`config.mk`:
```
export PLATFORM = sky130hd
export DESIGN_NAME = cmaint_seq
export DESIGN_NICKNAME = d
export VERILOG_FILES = /design/src/rtl/cmaint_pkg.sv /design/src/rtl/cmaint_decode.sv /design/src/rtl/cmaint_link.sv /design/src/rtl/cmaint_fsm.sv /design/src/rtl/cmaint_seq.sv
export SDC_FILE = /design/constraint.sdc
export NUM_CORES = 1
export LEC_CHECK = 0
export ABC_CLOCK_PERIOD_IN_PS = 5450
export BUFFER_PORTS_ARGS = -buffer_cell sky130_fd_sc_hd__buf_4
export CAP_MARGIN = 20
export CORE_ASPECT_RATIO = 1.2
export CORE_MARGIN = 3
export CORE_UTILIZATION = 50
export DETAILED_ROUTE_END_ITERATION = 10
export GPL_TIMING_DRIVEN = 0
export PLACE_DENSITY = 0.94
export SYNTH_ARGS = -nofsm -noshare
export SYNTH_HDL_FRONTEND = slang
export SYNTH_SLANG_ARGS = --single-unit
```
`constraint.sdc`:
```
create_clock -name clk -period 5.45 [get_ports clk]
set_clock_uncertainty 0.2 [all_clocks]
set_input_delay 1.09 -clock clk [delete_from_list [all_inputs] [get_ports clk]]
set_output_delay 1.09 -clock clk [all_outputs]
set_load 0.01 [all_outputs]
```
`src/rtl/cmaint_pkg.sv`:
```
// Shared codes and types for the cache maintenance sequencer.
// Assumes the secondary register field is 4 bits and the second opcode 3 bits.
package cmaint_pkg;

    localparam int CRM_W = 4;
    localparam int OP2_W = 3;

    // Operation selector codes, each one a {crm, op2} pair
    localparam logic [CRM_W+OP2_W-1:0] SEL_BOTH_ALL  = {4'd7,  3'd0};
    localparam logic [CRM_W+OP2_W-1:0] SEL_IC_ALL    = {4'd5,  3'd0};
    localparam logic [CRM_W+OP2_W-1:0] SEL_IC_VA     = {4'd5,  3'd1};
    localparam logic [CRM_W+OP2_W-1:0] SEL_IC_SW     = {4'd5,  3'd2};
    localparam logic [CRM_W+OP2_W-1:0] SEL_IC_PF     = {4'd13, 3'd1};
    localparam logic [CRM_W+OP2_W-1:0] SEL_DC_ALL    = {4'd6,  3'd0};
    localparam logic [CRM_W+OP2_W-1:0] SEL_DC_VA     = {4'd6,  3'd1};
    localparam logic [CRM_W+OP2_W-1:0] SEL_BARRIER   = {4'd10, 3'd4};
    localparam logic [CRM_W+OP2_W-1:0] SEL_WAIT      = {4'd0,  3'd4};

    typedef enum logic [2:0] {
        ST_IDLE, ST_ISSUE, ST_WAIT_ACK, ST_DRAIN, ST_SLEEP, ST_DONE
    } seq_state_e;

    localparam logic [1:0] ICK_ALL = 2'd0;
    localparam logic [1:0] ICK_VA  = 2'd1;
    localparam logic [1:0] ICK_SW  = 2'd2;
    localparam logic [1:0] ICK_PF  = 2'd3;

    typedef struct packed {
        logic       use_ic;
        logic       use_dc;
        logic [1:0] ic_kind;
        logic       dc_kind;
        logic       zero_arg;
        logic       barrier;
        logic       sleep;
    } op_dec_t;

endpackage

```
`src/rtl/cmaint_decode.sv`:
```
// Combinational decoder from {crm, op2} to an operation descriptor.
// Assumes nothing about timing; unknown pairs decode to all zeros (no-op).
module cmaint_decode
    import cmaint_pkg::*;
(
    input  logic [CRM_W-1:0] crm,
    input  logic [OP2_W-1:0] op2,
    output op_dec_t          dec
);

    // Map each selector pair onto its cache targets and command kinds
    always_comb begin
        dec = '0;
        case ({crm, op2})
            SEL_BOTH_ALL: begin
                dec.use_ic = 1'b1; dec.use_dc = 1'b1; dec.zero_arg = 1'b1;
            end
            SEL_IC_ALL:  begin dec.use_ic = 1'b1; dec.zero_arg = 1'b1; end
            SEL_IC_VA:   begin dec.use_ic = 1'b1; dec.ic_kind = ICK_VA; end
            SEL_IC_SW:   begin dec.use_ic = 1'b1; dec.ic_kind = ICK_SW; end
            SEL_IC_PF:   begin dec.use_ic = 1'b1; dec.ic_kind = ICK_PF; end
            SEL_DC_ALL:  begin dec.use_dc = 1'b1; dec.zero_arg = 1'b1; end
            SEL_DC_VA:   begin dec.use_dc = 1'b1; dec.dc_kind = 1'b1; end
            SEL_BARRIER: dec.barrier = 1'b1;
            SEL_WAIT:    dec.sleep   = 1'b1;
            default:     dec = '0;
        endcase
    end

endmodule

```
`src/rtl/cmaint_link.sv`:
```
// Captures the return link (command address plus a fixed offset) when a
// wait command is accepted. Assumes wrap-around modulo 2^AW is wanted.
module cmaint_link #(
    parameter int AW     = 32,
    parameter int OFFSET = 8
) (
    input  logic          clk,
    input  logic          rst_n,
    input  logic          capture,
    input  logic [AW-1:0] pc,
    output logic [AW-1:0] link
);

    localparam logic [AW-1:0] OFS = AW'(OFFSET);

    // Hold the link from acceptance until the next wait command
    always_ff @(posedge clk) begin
        if (!rst_n)       link <= '0;
        else if (capture) link <= pc + OFS;
    end

endmodule

```
`src/rtl/cmaint_fsm.sv`:
```
// Sequencing state machine: issue, wait for done, drain, sleep, complete.
// Assumes done signals are sampled only from the cycle after the request
// pulse and that wake sources are synchronous to clk.
module cmaint_fsm
    import cmaint_pkg::*;
(
    input  logic       clk,
    input  logic       rst_n,
    input  logic       cmd_valid,
    input  op_dec_t    dec,
    input  logic       ic_done,
    input  logic       ic_miss,
    input  logic       ic_cacheable,
    input  logic       dc_done,
    input  logic       wb_empty,
    input  logic       wake,
    output logic       accept,
    output logic       core_stall,
    output logic       ic_req,
    output logic [1:0] ic_kind,
    output logic       dc_req,
    output logic       dc_kind,
    output logic       fill_req,
    output logic       wb_drain_req,
    output logic       low_power,
    output logic       wake_ack
);

    seq_state_e state;
    op_dec_t    op_q;
    logic       ic_seen, dc_seen, fill_pend, wake_seen;
    logic       ic_now, dc_now;

    assign accept = cmd_valid && (state == ST_IDLE);
    assign ic_now = ic_seen || ic_done;
    assign dc_now = dc_seen || dc_done;

    // Advance the sequence and track done, fill and wake flags
    always_ff @(posedge clk) begin
        if (!rst_n) begin
            state     <= ST_IDLE;
            op_q      <= '0;
            ic_seen   <= 1'b0;
            dc_seen   <= 1'b0;
            fill_pend <= 1'b0;
            wake_seen <= 1'b0;
        end else begin
            case (state)
                ST_IDLE: begin
                    ic_seen   <= 1'b0;
                    dc_seen   <= 1'b0;
                    fill_pend <= 1'b0;
                    wake_seen <= 1'b0;
                    if (cmd_valid) begin
                        op_q <= dec;
                        if (dec.use_ic || dec.use_dc)     state <= ST_ISSUE;
                        else if (dec.barrier || dec.sleep) state <= ST_DRAIN;
                    end
                end
                ST_ISSUE: state <= ST_WAIT_ACK;
                ST_WAIT_ACK: begin
                    ic_seen <= ic_now;
                    dc_seen <= dc_now;
                    if (ic_done && op_q.use_ic && op_q.ic_kind == ICK_PF
                        && ic_miss && ic_cacheable)
                        fill_pend <= 1'b1;
                    if ((!op_q.use_ic || ic_now) && (!op_q.use_dc || dc_now))
                        state <= ST_DONE;
                end
                ST_DRAIN: begin
                    if (op_q.sleep && wake) wake_seen <= 1'b1;
                    if (wb_empty) begin
                        if (!op_q.sleep || wake_seen || wake) state <= ST_DONE;
                        else                                  state <= ST_SLEEP;
                    end
                end
                ST_SLEEP: if (wake) state <= ST_DONE;
                ST_DONE:  state <= ST_IDLE;
                default:  state <= ST_IDLE;
            endcase
        end
    end

    // Moore outputs decoded from the current state and held operation
    always_comb begin
        core_stall   = (state != ST_IDLE);
        ic_req       = (state == ST_ISSUE) && op_q.use_ic;
        dc_req       = (state == ST_ISSUE) && op_q.use_dc;
        ic_kind      = op_q.ic_kind;
        dc_kind      = op_q.dc_kind;
        wb_drain_req = (state == ST_DRAIN);
        low_power    = (state == ST_SLEEP);
        fill_req     = (state == ST_DONE) && fill_pend;
        wake_ack     = (state == ST_DONE) && op_q.sleep;
    end

endmodule

```
`src/rtl/cmaint_seq.sv`:
```
// Top of the cache maintenance sequencer. Decodes one register write and
// drives cache, write-buffer and low-power handshakes; stalls the core while
// busy. Assumes the core presents at most one write while not stalled.
module cmaint_seq
    import cmaint_pkg::*;
#(
    parameter int DW          = 32,
    parameter int AW          = 32,
    parameter int LINK_OFFSET = 8
) (
    input  logic          clk,
    input  logic          rst_n,
    input  logic          cmd_valid,
    input  logic [3:0]    cmd_crm,
    input  logic [2:0]    cmd_op2,
    input  logic [DW-1:0] cmd_data,
    input  logic [AW-1:0] cmd_pc,
    output logic          core_stall,
    output logic          ic_req,
    output logic [1:0]    ic_kind,
    output logic          dc_req,
    output logic          dc_kind,
    output logic [DW-1:0] op_arg,
    input  logic          ic_done,
    input  logic          ic_miss,
    input  logic          ic_cacheable,
    input  logic          dc_done,
    output logic          fill_req,
    output logic          wb_drain_req,
    input  logic          wb_empty,
    input  logic          irq,
    input  logic          fiq,
    input  logic          dbg_req,
    output logic          low_power,
    output logic          wake_ack,
    output logic [AW-1:0] wake_link
);

    op_dec_t dec;
    logic    accept;
    logic    wake;

    assign wake = irq || fiq || dbg_req;

    cmaint_decode u_dec (
        .crm (cmd_crm),
        .op2 (cmd_op2),
        .dec (dec)
    );

    cmaint_fsm u_fsm (
        .clk          (clk),
        .rst_n        (rst_n),
        .cmd_valid    (cmd_valid),
        .dec          (dec),
        .ic_done      (ic_done),
        .ic_miss      (ic_miss),
        .ic_cacheable (ic_cacheable),
        .dc_done      (dc_done),
        .wb_empty     (wb_empty),
        .wake         (wake),
        .accept       (accept),
        .core_stall   (core_stall),
        .ic_req       (ic_req),
        .ic_kind      (ic_kind),
        .dc_req       (dc_req),
        .dc_kind      (dc_kind),
        .fill_req     (fill_req),
        .wb_drain_req (wb_drain_req),
        .low_power    (low_power),
        .wake_ack     (wake_ack)
    );

    cmaint_link #(.AW(AW), .OFFSET(LINK_OFFSET)) u_link (
        .clk     (clk),
        .rst_n   (rst_n),
        .capture (accept && dec.sleep),
        .pc      (cmd_pc),
        .link    (wake_link)
    );

    // Latch the operand at acceptance, forced to zero for whole-cache commands
    always_ff @(posedge clk) begin
        if (!rst_n)      op_arg <= '0;
        else if (accept) op_arg <= dec.zero_arg ? '0 : cmd_data;
    end

endmodule

```
==> results.ini, run 1 <==
[outcome]
status = finished, final reports clean

[power_and_ir_drop]
leakagePower_nw = 2.125
ir_drop_mv = 0.2303
p_per_area_nw_per_um2 = 307.1
finalPower_mw = 1.505

[logic_synthesis]
synthArstFlopShare_pct = 0
post_synth.cell_area_avg_um2 = 8.648
synth_edf_count = 0
yosysWarnings = 0
syn_nets = 479
yosysSeqAreaShare_pct = 45.01
ys_ff_latch = 77
ys_types = 41
synth_ff_type = dfxtp_1
synth.cell_area_um2 = 3425
syn_inst = 396

[worst_setup_path]
worstSetupEndpoint = ic_req
path_buf_inv = 1
crit_type = flop to output pin
r2r_slack_ns = 3.09
cp_top_family = simple AND/OR/NAND/NOR gates
start_kind = flop
startpoint = u_fsm.state[0]
worstPathArrival_ns = 1.52
r2r_start = u_fsm.state[2]
path_cells = nor3b_1 -> and2_1 -> buf_4
cpMaxStageDelayCell = dfxtp_1
reg2regPathDepth = 6
end_kind = output pin
rr_endpoint = u_link.link[15]
critPathMaxStageDelay_ns = 0.47
worstPathRequired_ns = 4.16
crit_fanout = 9
cp_num_cells = 3

[clock_tree]
cts_max_level = 3
cts_root_buffer = clkbuf_8
ctsHoldBuffers = 0
cts_buffers = 9
cts_resized = 0
clock_latency_ns = 0.34
cts_setup_buffers = 0
clock_sink_count = 77
cts.path.max_buffers = 2
clk_pin_slew_ns = 0.08
cts_tree = yes

[layout]
area_growth_syn_to_layout_pct = 43.15
fin_cells = 650
diodes = 0
final_layout_size_suffix_gt1_share_pct = 32.74
fin_util_pct = 75.12
nNetsFinal = 643
mostFrequentLayoutCells = 156 x buf_4, 77 x dfxtp_1, 72 x nor2_1
mostFrequentLayoutCell = buf_4
nFillCells = 480
stdcell_area_um2 = 4902

[route]
vias = 3655
post_drt_wl_per_cell_um = 15.96
antenna_left = 0
drc = 0
drt_wl_total_um = 10370
dr.pass1.iters = 7
drtIter0Drc = 177
vias_per_cell = 5.623

[place]
numPortBuffers = 153
gp_congestion = 0.9183
postPlaceCellArea_um2 = 4679
dp_slack_ns = 2.448
dp.cells = 634
hpwl_um = 7988

[sta]
hold_viol = 0
setup_viol = 0
slew_headroom_pct = 64.73
timing.final.crit_period_ns = 2.810
holdWs_ns = 0.2809
fin_ws_ns = 2.640
fmaxAchievable_mhz = 355.8
worst_slew_pin_slew_ns = 0.5290
slew_violations = 0
rsz0062_at_grt = no
tns_ns = 0
period_share_pct = 51.56

[global_route]
overflow = 0
grt_max_degree = 15
antenna_found_initial = 0
grt_usage_pct = 26.17
grt_pass1_wl_um = 16360
grt_pass1_vias = 3565

[floorplan]
dieWidth_um = 81.55
initial_utilization_pct = 52.47
fp.dieH_um = 96.66
io-pin-count = 156
die-area_um2 = 7883
coreArea_um2 = 6526
row_count = 32

[min_path]
hp-class = flop to flop

[flow_run]
maxCapViolCount = 0

==> logic make-up (layout without fill, tap and decap cells) <==
kind of cell,after synthesis,in the layout,synth area share [%]
DFF,77,77,45.01
xor gates and xnor gates,25,25,6.394
muxes,7,7,2.046
buffers and inverters,34,203,4.384
adders and majority gates,1,1,0.3653
and+or+nand+nor,153,153,22.51
AOI/OAI and AO/OA,99,99,19.29
==> synth_stat cells, drive strengths merged (10+ instances only) <==
library cell	n	area share [%]
a21oi	20	2.9
nand3	10	1.5
buf	12	2.0
a22oi	34	7.5
xnor2	16	4.1
dfxtp	77	45
clkbuf	16	1.8
nand4	10	2.2
nor2	72	7.9
nand2	20	2.2
a211oi	14	3.1
o21ai	18	2.6
==> state kept, by name, summed over array words and instances (netlist names), 2 cells and up <==
register       flops
op_arg            32
u_fsm.ic_kind      2
u_fsm.op_q         3
u_fsm.state        3
u_link.link       32
==> where the power goes <==
group          switching [mW]  internal (mW)  total [mW]  leakage [nW]
Clock                   0.217          0.260       0.477         0.110
Sequential             0.0339          0.611       0.645         0.626
Combinational           0.211          0.173       0.384          1.39
==> area by class of cell <==
cell class / count / area, um2 / area share [%]
plain buffers: 28 / 127.6 / 2.603
clock buffers: 9 / 123.9 / 2.527
clock inverters: 7 / 98.84 / 2.016
inverters: 6 / 22.52 / 0.4594
multi-input cells: 285 / 1733 / 35.35
flip-flops and latches: 77 / 1541 / 31.44
well taps: 85 / 106.4 / 2.169
repair buffers: 153 / 1149 / 23.43
==> worst register-to-register path: stages, from the launching register on <==
cell	delay [ns]
dfxtp_1	0.38
nor2_1	0.39
nand2_1	0.27
nor4_4	0.34
clkbuf_1	0.36
o21ai_0	0.16
a21oi_1	0.18
==> per-layer routing <==
layer | wire length [um] | vias to the layer above | track usage, %
li1 | - | 1753 | -
met1 | 3766 | 1694 | 27.71
met3 | 923 | 32 | 6.052
met2 | 5318 | 176 | 46.49
met4 | 366 | 0 | 13.52
met5 | 0 | - | 0
==> how the worst min path moves through the flow <==
| stage | startpoint | to | slack (ns) | cells after the start |
|---|---|---|---|---|
| floorplan | u_fsm.fill_pend | u_fsm.fill_pend | 0.24 | 2 |
| global placement | u_fsm.dc_seen | u_fsm.dc_seen | 0.26 | 2 |
| detailed placement | u_fsm.op_q[6] | u_fsm.op_q[6] | 0.27 | 2 |
| CTS | u_fsm.op_q[6] | u_fsm.op_q[6] | 0.28 | 2 |
| global route | u_fsm.op_q[6] | u_fsm.op_q[6] | 0.29 | 2 |
| finish | u_fsm.dc_seen | u_fsm.dc_seen | 0.28 | 2 |
No activity file was read; power rests on OpenSTA's default activity.
==> run 2, diff against run 1 <==
ABC_AREA = 1   (was not set)
ABC_CLOCK_PERIOD_IN_PS = 2890   (was 5450)
CORE_UTILIZATION = 49   (was 50)
PLACE_DENSITY = 0.91   (was 0.94)
clock period = 2.89 ns   (was 5.45 ns; I/O delays follow)
==> results.ini, run 2 <==
[outcome]
status = finished, final reports clean

[floorplan]
coreArea_um2 = 7487
io-pin-count = 156
row_count = 34
fp.dieH_um = 103.6
initial_utilization_pct = 51.91
dieWidth_um = 87.30
die-area_um2 = 9040

[worst_setup_path]
r2r_start = u_fsm.state[1]
reg2regPathDepth = 11
worstPathArrival_ns = 1.41
cp_top_family = flip-flops
start_kind = flop
path_cells = inv_1 -> nor2_1 -> inv_1 -> nor2_1 -> buf_4
end_kind = output pin
crit_type = flop to output pin
critPathMaxStageDelay_ns = 0.46
r2r_slack_ns = 0.92
cpMaxStageDelayCell = dfxtp_1
crit_fanout = 5
worstPathRequired_ns = 2.11
rr_endpoint = u_link.link[17]
path_buf_inv = 3

[logic_synthesis]
synth_edf_count = 0
syn_nets = 664
syn_inst = 581
ys_types = 34
yosysSeqAreaShare_pct = 39.67
synth_area_leaders = dfxtp_1 40%, nand2_1 11%, nor2_1 8.6%, o21ai_0 7.2%, a21oi_1 7.1%
synth_top_area_share_pct = 39.67
synth_ff_type = dfxtp_1
yosysWarnings = 0
ys_ff_latch = 77
post_synth.cell_area_avg_um2 = 6.689
yosysMostFrequentCell = nand2_1
synth.cell_area_um2 = 3886
synthArstFlopShare_pct = 0
synth_common_cells = 118 x nand2_1, 89 x nor2_1, 77 x dfxtp_1, 56 x o21ai_0
synth_top_cell_by_area = dfxtp_1

[layout]
area_growth_syn_to_layout_pct = 37.73
mostFrequentLayoutCell = buf_4
nNetsFinal = 830
multi_input_area_um2 = 1987
reg.largest.list = op_arg: 32 flops, u_link.link: 32 flops
fin_cells = 842
nFillCells = 623
final-seq-area_um2 = 1541
mostFrequentLayoutCells = 160 x buf_4, 118 x nand2_1, 89 x nor2_1
diodes = 0
final_layout_size_suffix_gt1_share_pct = 26.20

[sta]
slew_headroom_pct = 67.21
timing.final.crit_period_ns = 2.184
worst_slew_pin_slew_ns = 0.4918
hold_viol = 0
slew_violations = 0
rsz0062_at_grt = no
period_share_pct = 75.56
tns_ns = 0
fmaxAchievable_mhz = 457.9
setup_viol = 0

[route]
wl_met2_um = 6370
dr.pass1.iters = 5
dr_wl_met3_um = 813
top_layer = met4
vias_per_cell = 5.388
post_drt_wl_per_cell_um = 14.98
antenna_left = 0
wl_met1_um = 4984
drc = 0
drt_wl_total_um = 12610
vias = 4537
drtIter0Drc = 273

[global_route]
antenna_found_initial = 0
grt_pass1_wl_um = 19960
grt_usage_pct = 27.33
grt_pass1_vias = 4251
overflow = 0
grt_max_degree = 16

[clock_tree]
cts_setup_buffers = 0
clock_latency_ns = 0.35
cts_resized = 0
ctsHoldBuffers = 0
cts_tree = yes
cts_buffers = 9
clock_sink_count = 77
cts_max_level = 3
cts_root_buffer = clkbuf_8
cts.path.max_buffers = 2
clk_pin_slew_ns = 0.09

[flow_run]
maxCapViolCount = 0

[power_and_ir_drop]
power.share.clock_pct = 22.6
p_per_area_nw_per_um2 = 657.1
switching_share_pct = 38.37
p_switching_mw = 1.349
intPower_mw = 2.168
p_seq_share_pct = 39.8
p_comb_share_pct = 37.6
leakagePower_nw = 2.620
ir_drop_mv = 0.5100

[min_path]
whs_path_depth = 2
min_from = cmd_pc[3]
hp-class = input pin to flop
hold_end = u_link.link[3]

[place]
hpwl_um = 9895
dp.cells = 826
gp_congestion = 0.9591
numPortBuffers = 155

run 2: changes by cell type after synthesis, moves of 17 or more:
cell     delta
nand2_1    +98
a22oi_1    -34
inv_1      +50
a21oi_1    +35
nand3_1    +28
nor2_1     +17
o21ai_0    +39
run 2: cells by family after synthesis:
group                      after synthesis  synth area share [%]
xor gates and xnor gates                11                 2.479
adders and majority gates                1                0.3219
AOI/OAI and AO/OA                      121                 16.23
and+or+nand+nor                        286                 32.10
buffers and inverters                   85                 9.208
DFF                                     77                 39.67
run 2: how the worst max path moves through the flow:
stage                   start               to  slack (ns)  cells past startpoint
2_1_floorplan       cmd_pc[3]  u_link.link[23]        0.95                     10
3_3_place_gp       cmd_op2[1]  u_link.link[21]        0.58                     11
3_5_place_dp       cmd_op2[1]  u_link.link[17]        0.51                     10
4_1_cts        u_fsm.state[0]           dc_req        0.72                      5
5_1_grt        u_fsm.state[0]           dc_req        0.59                      5
6_report       u_fsm.state[0]           dc_req        0.71                      5
run 2: area by class of cell:
class                           count  area share [%]
Multi-Input combinational cell    419           37.12
Buffer                             25           2.431
Clock buffer                       10           2.571
Clock inverter                      6          0.9818
Sequential cell                    77           28.80
Tap cell                           90           2.104
Timing Repair Buffer              155           21.74
Inverter                           60           4.254
run 2: power groups by stage:
stage	Sequential, mW	Combinational (mW)	Clock, mW
global route	1.42	1.45	0.842
finish	1.40	1.32	0.794
floorplan	1.47	0.656	0
global placement	1.41	1.27	0
CTS	1.39	1.32	0.795
detailed placement	1.42	1.31	0
run 2: per-layer routing:
metal | track usage [%] | vias up
met5 | 0 | -
met3 | 4.448 | 36
met2 | 46.01 | 192
met4 | 11.84 | 0
met1 | 33.66 | 2089
li1 | - | 2220
run 2: through the flow:
step / setup WS [ns] / power [mW] / instance area (um2) / utilization, % / hold WS (ns)
2_1_floorplan: 0.9487 / 2.126 / 3886 / - / 0.2485
3_3_place_gp: 0.5763 / 2.681 / 5162 / 68.95 / 0.2636
3_5_place_dp: 0.5117 / 2.728 / 5162 / 68.95 / 0.2648
4_1_cts: 0.7189 / 3.510 / 5353 / 71.49 / 0.2461
5_1_grt: 0.5908 / 3.716 / 5353 / 71.49 / 0.2593
6_report: 0.7063 / 3.517 / 5353 / 71.49 / 0.2579
==> run 3, diff against run 2 <==
ABC_AREA = 0   (was 1)
ABC_CLOCK_PERIOD_IN_PS = 1800   (was 2890)
CORE_UTILIZATION = 42   (was 49)
PLACE_DENSITY = 0.86   (was 0.91)
clock period = 1.8 ns   (was 2.89 ns; I/O delays follow)
==> results.ini, run 3 (same netlist as run 1, synthesis figures left out) <==
[outcome]
status = finished, violations left
violations = setup timing

[global_route]
antenna_found_initial = 0
overflow = 0
grt_usage_pct = 21.44
grt_max_degree = 14
grt_pass1_wl_um = 15900
grt_pass1_vias = 3421

[route]
drt_wl_total_um = 10450
vias = 3616
dr.pass1.iters = 5
vias_per_cell = 5.454
post_drt_wl_per_cell_um = 15.76
antenna_left = 0
drtIter0Drc = 154
drc = 0

[sta]
setup_viol = 6
fin_ws_ns = -0.03694
hold_viol = 0
slew_violations = 0
worst_slew_pin_slew_ns = 0.6168
rsz0062_at_grt = yes
fmaxAchievable_mhz = 544.4
period_share_pct = 102.1
timing.final.crit_period_ns = 1.837
slew_headroom_pct = 58.32

[floorplan]
coreArea_um2 = 7795
dieWidth_um = 88.43
initial_utilization_pct = 43.93
fp.dieH_um = 104.9
die-area_um2 = 9278
row_count = 35
io-pin-count = 156

[clock_tree]
clk_pin_slew_ns = 0.09
cts_buffers = 9
ctsHoldBuffers = 0
clock_sink_count = 77
cts_max_level = 3
cts_root_buffer = clkbuf_8
clock_latency_ns = 0.34
cts.path.max_buffers = 2
cts_tree = yes

[layout]
nNetsFinal = 649
diodes = 0
final_layout_size_suffix_gt1_share_pct = 38.35
mostFrequentLayoutCells = 160 x buf_4, 74 x dfxtp_1, 71 x nor2_1
reg.largest.list = op_arg: 32 flops, u_link.link: 32 flops
fin_util_pct = 66.08
area_growth_syn_to_layout_pct = 50.42
mostFrequentLayoutCell = buf_4

[worst_setup_path]
critPathMaxStageDelay_ns = 0.40
path_cells = or3_4 -> buf_4 -> a21oi_2 -> nand2_2 -> o21ai_4 -> a221oi_2
cpMaxStageDelayCell = or3_4
end_kind = flop
worstPathRequired_ns = 1.80
cp_top_family = simple AND/OR/NAND/NOR gates
start_kind = flop
path_buf_inv = 1
r2r_slack_ns = -0.04
worstPathArrival_ns = 1.83
crit_type = flop to flop
crit_fanout = 9

[power_and_ir_drop]
p_per_area_nw_per_um2 = 930.8
ir_drop_mv = 0.4983
finalPower_mw = 4.795
leakagePower_nw = 2.211

[place]
hpwl_um = 7750
gp_congestion = 0.8469
numPortBuffers = 153

[flow_run]
maxCapViolCount = 0

[min_path]
hp-class = input pin to flop

[run 3: cell types whose count changed in the layout (fill, tap and decap cells not counted), sizes merged, moves of 9 or more]
cell	delta
inv	-57
a22oi	+34
buf	+9
xnor2	+11
a211oi	+12
nand3	-31
o21ai	-40
nor2	-21
nand2	-101
a21oi	-35
[run 3: path summary, 6_finish.rpt]
path,startpoint,to,depth (start not counted)
worst max register to register,u_fsm.state[2],u_fsm.state[1],6
worst min register to register,u_link.link[3],u_link.link[3],2
worst min-delay path,cmd_pc[3],u_link.link[3],2
worst max-delay path,u_fsm.state[2],u_fsm.state[1],6
[run 3: metal layers]
| metal | track usage [%] | routed length [um] | vias up |
|---|---|---|---|
| met5 | 0 | 0 | - |
| met4 | 5.508 | 163 | 0 |
| met3 | 6.230 | 783 | 20 |
| met2 | 40.21 | 5606 | 147 |
| met1 | 22.64 | 3896 | 1685 |
| li1 | - | - | 1764 |
[run 3: per-stage QoR]
step	setup TNS [ns]	worst slack, ns	instances	cell area, um2	hold WS [ns]
after global routing	-0.6646	-0.1013	663	5151	0.008121
after floorplan	-1.951	-0.08999	396	3442	0.2373
after detailed placement	-22.88	-0.4255	641	4706	0.2709
after CTS	-0.05987	-0.03316	662	5061	0.001565
final	-0.1287	-0.03694	663	5151	0.01143
after global placement	-21.34	-0.3938	641	4706	0.2569
[run 3: layout make-up]
cell class / count / area [um2]
Inverter: 6 / 23.77
Fill cell: 625 / 2644
Clock buffer: 10 / 127.6
Clock inverter: 6 / 87.58
Sequential cell: 77 / 1553
Buffer: 26 / 157.7
Tap cell: 92 / 115.1
Multi-Input combinational cell: 285 / 1862
Timing Repair Buffer: 161 / 1225
[run 3: power by group]
group	internal (mW)	total (mW)	switching, mW
clock	0.779	1.42	0.643
combinational	0.675	1.40	0.722
sequential	1.86	1.98	0.119
[run 3: what timing repair did]
item / CTS / global route
setup endpoints to repair: 79 / 45
pin swaps: 4 / 5
resized for setup: 29 / 21
setup buffers: 6 / 2
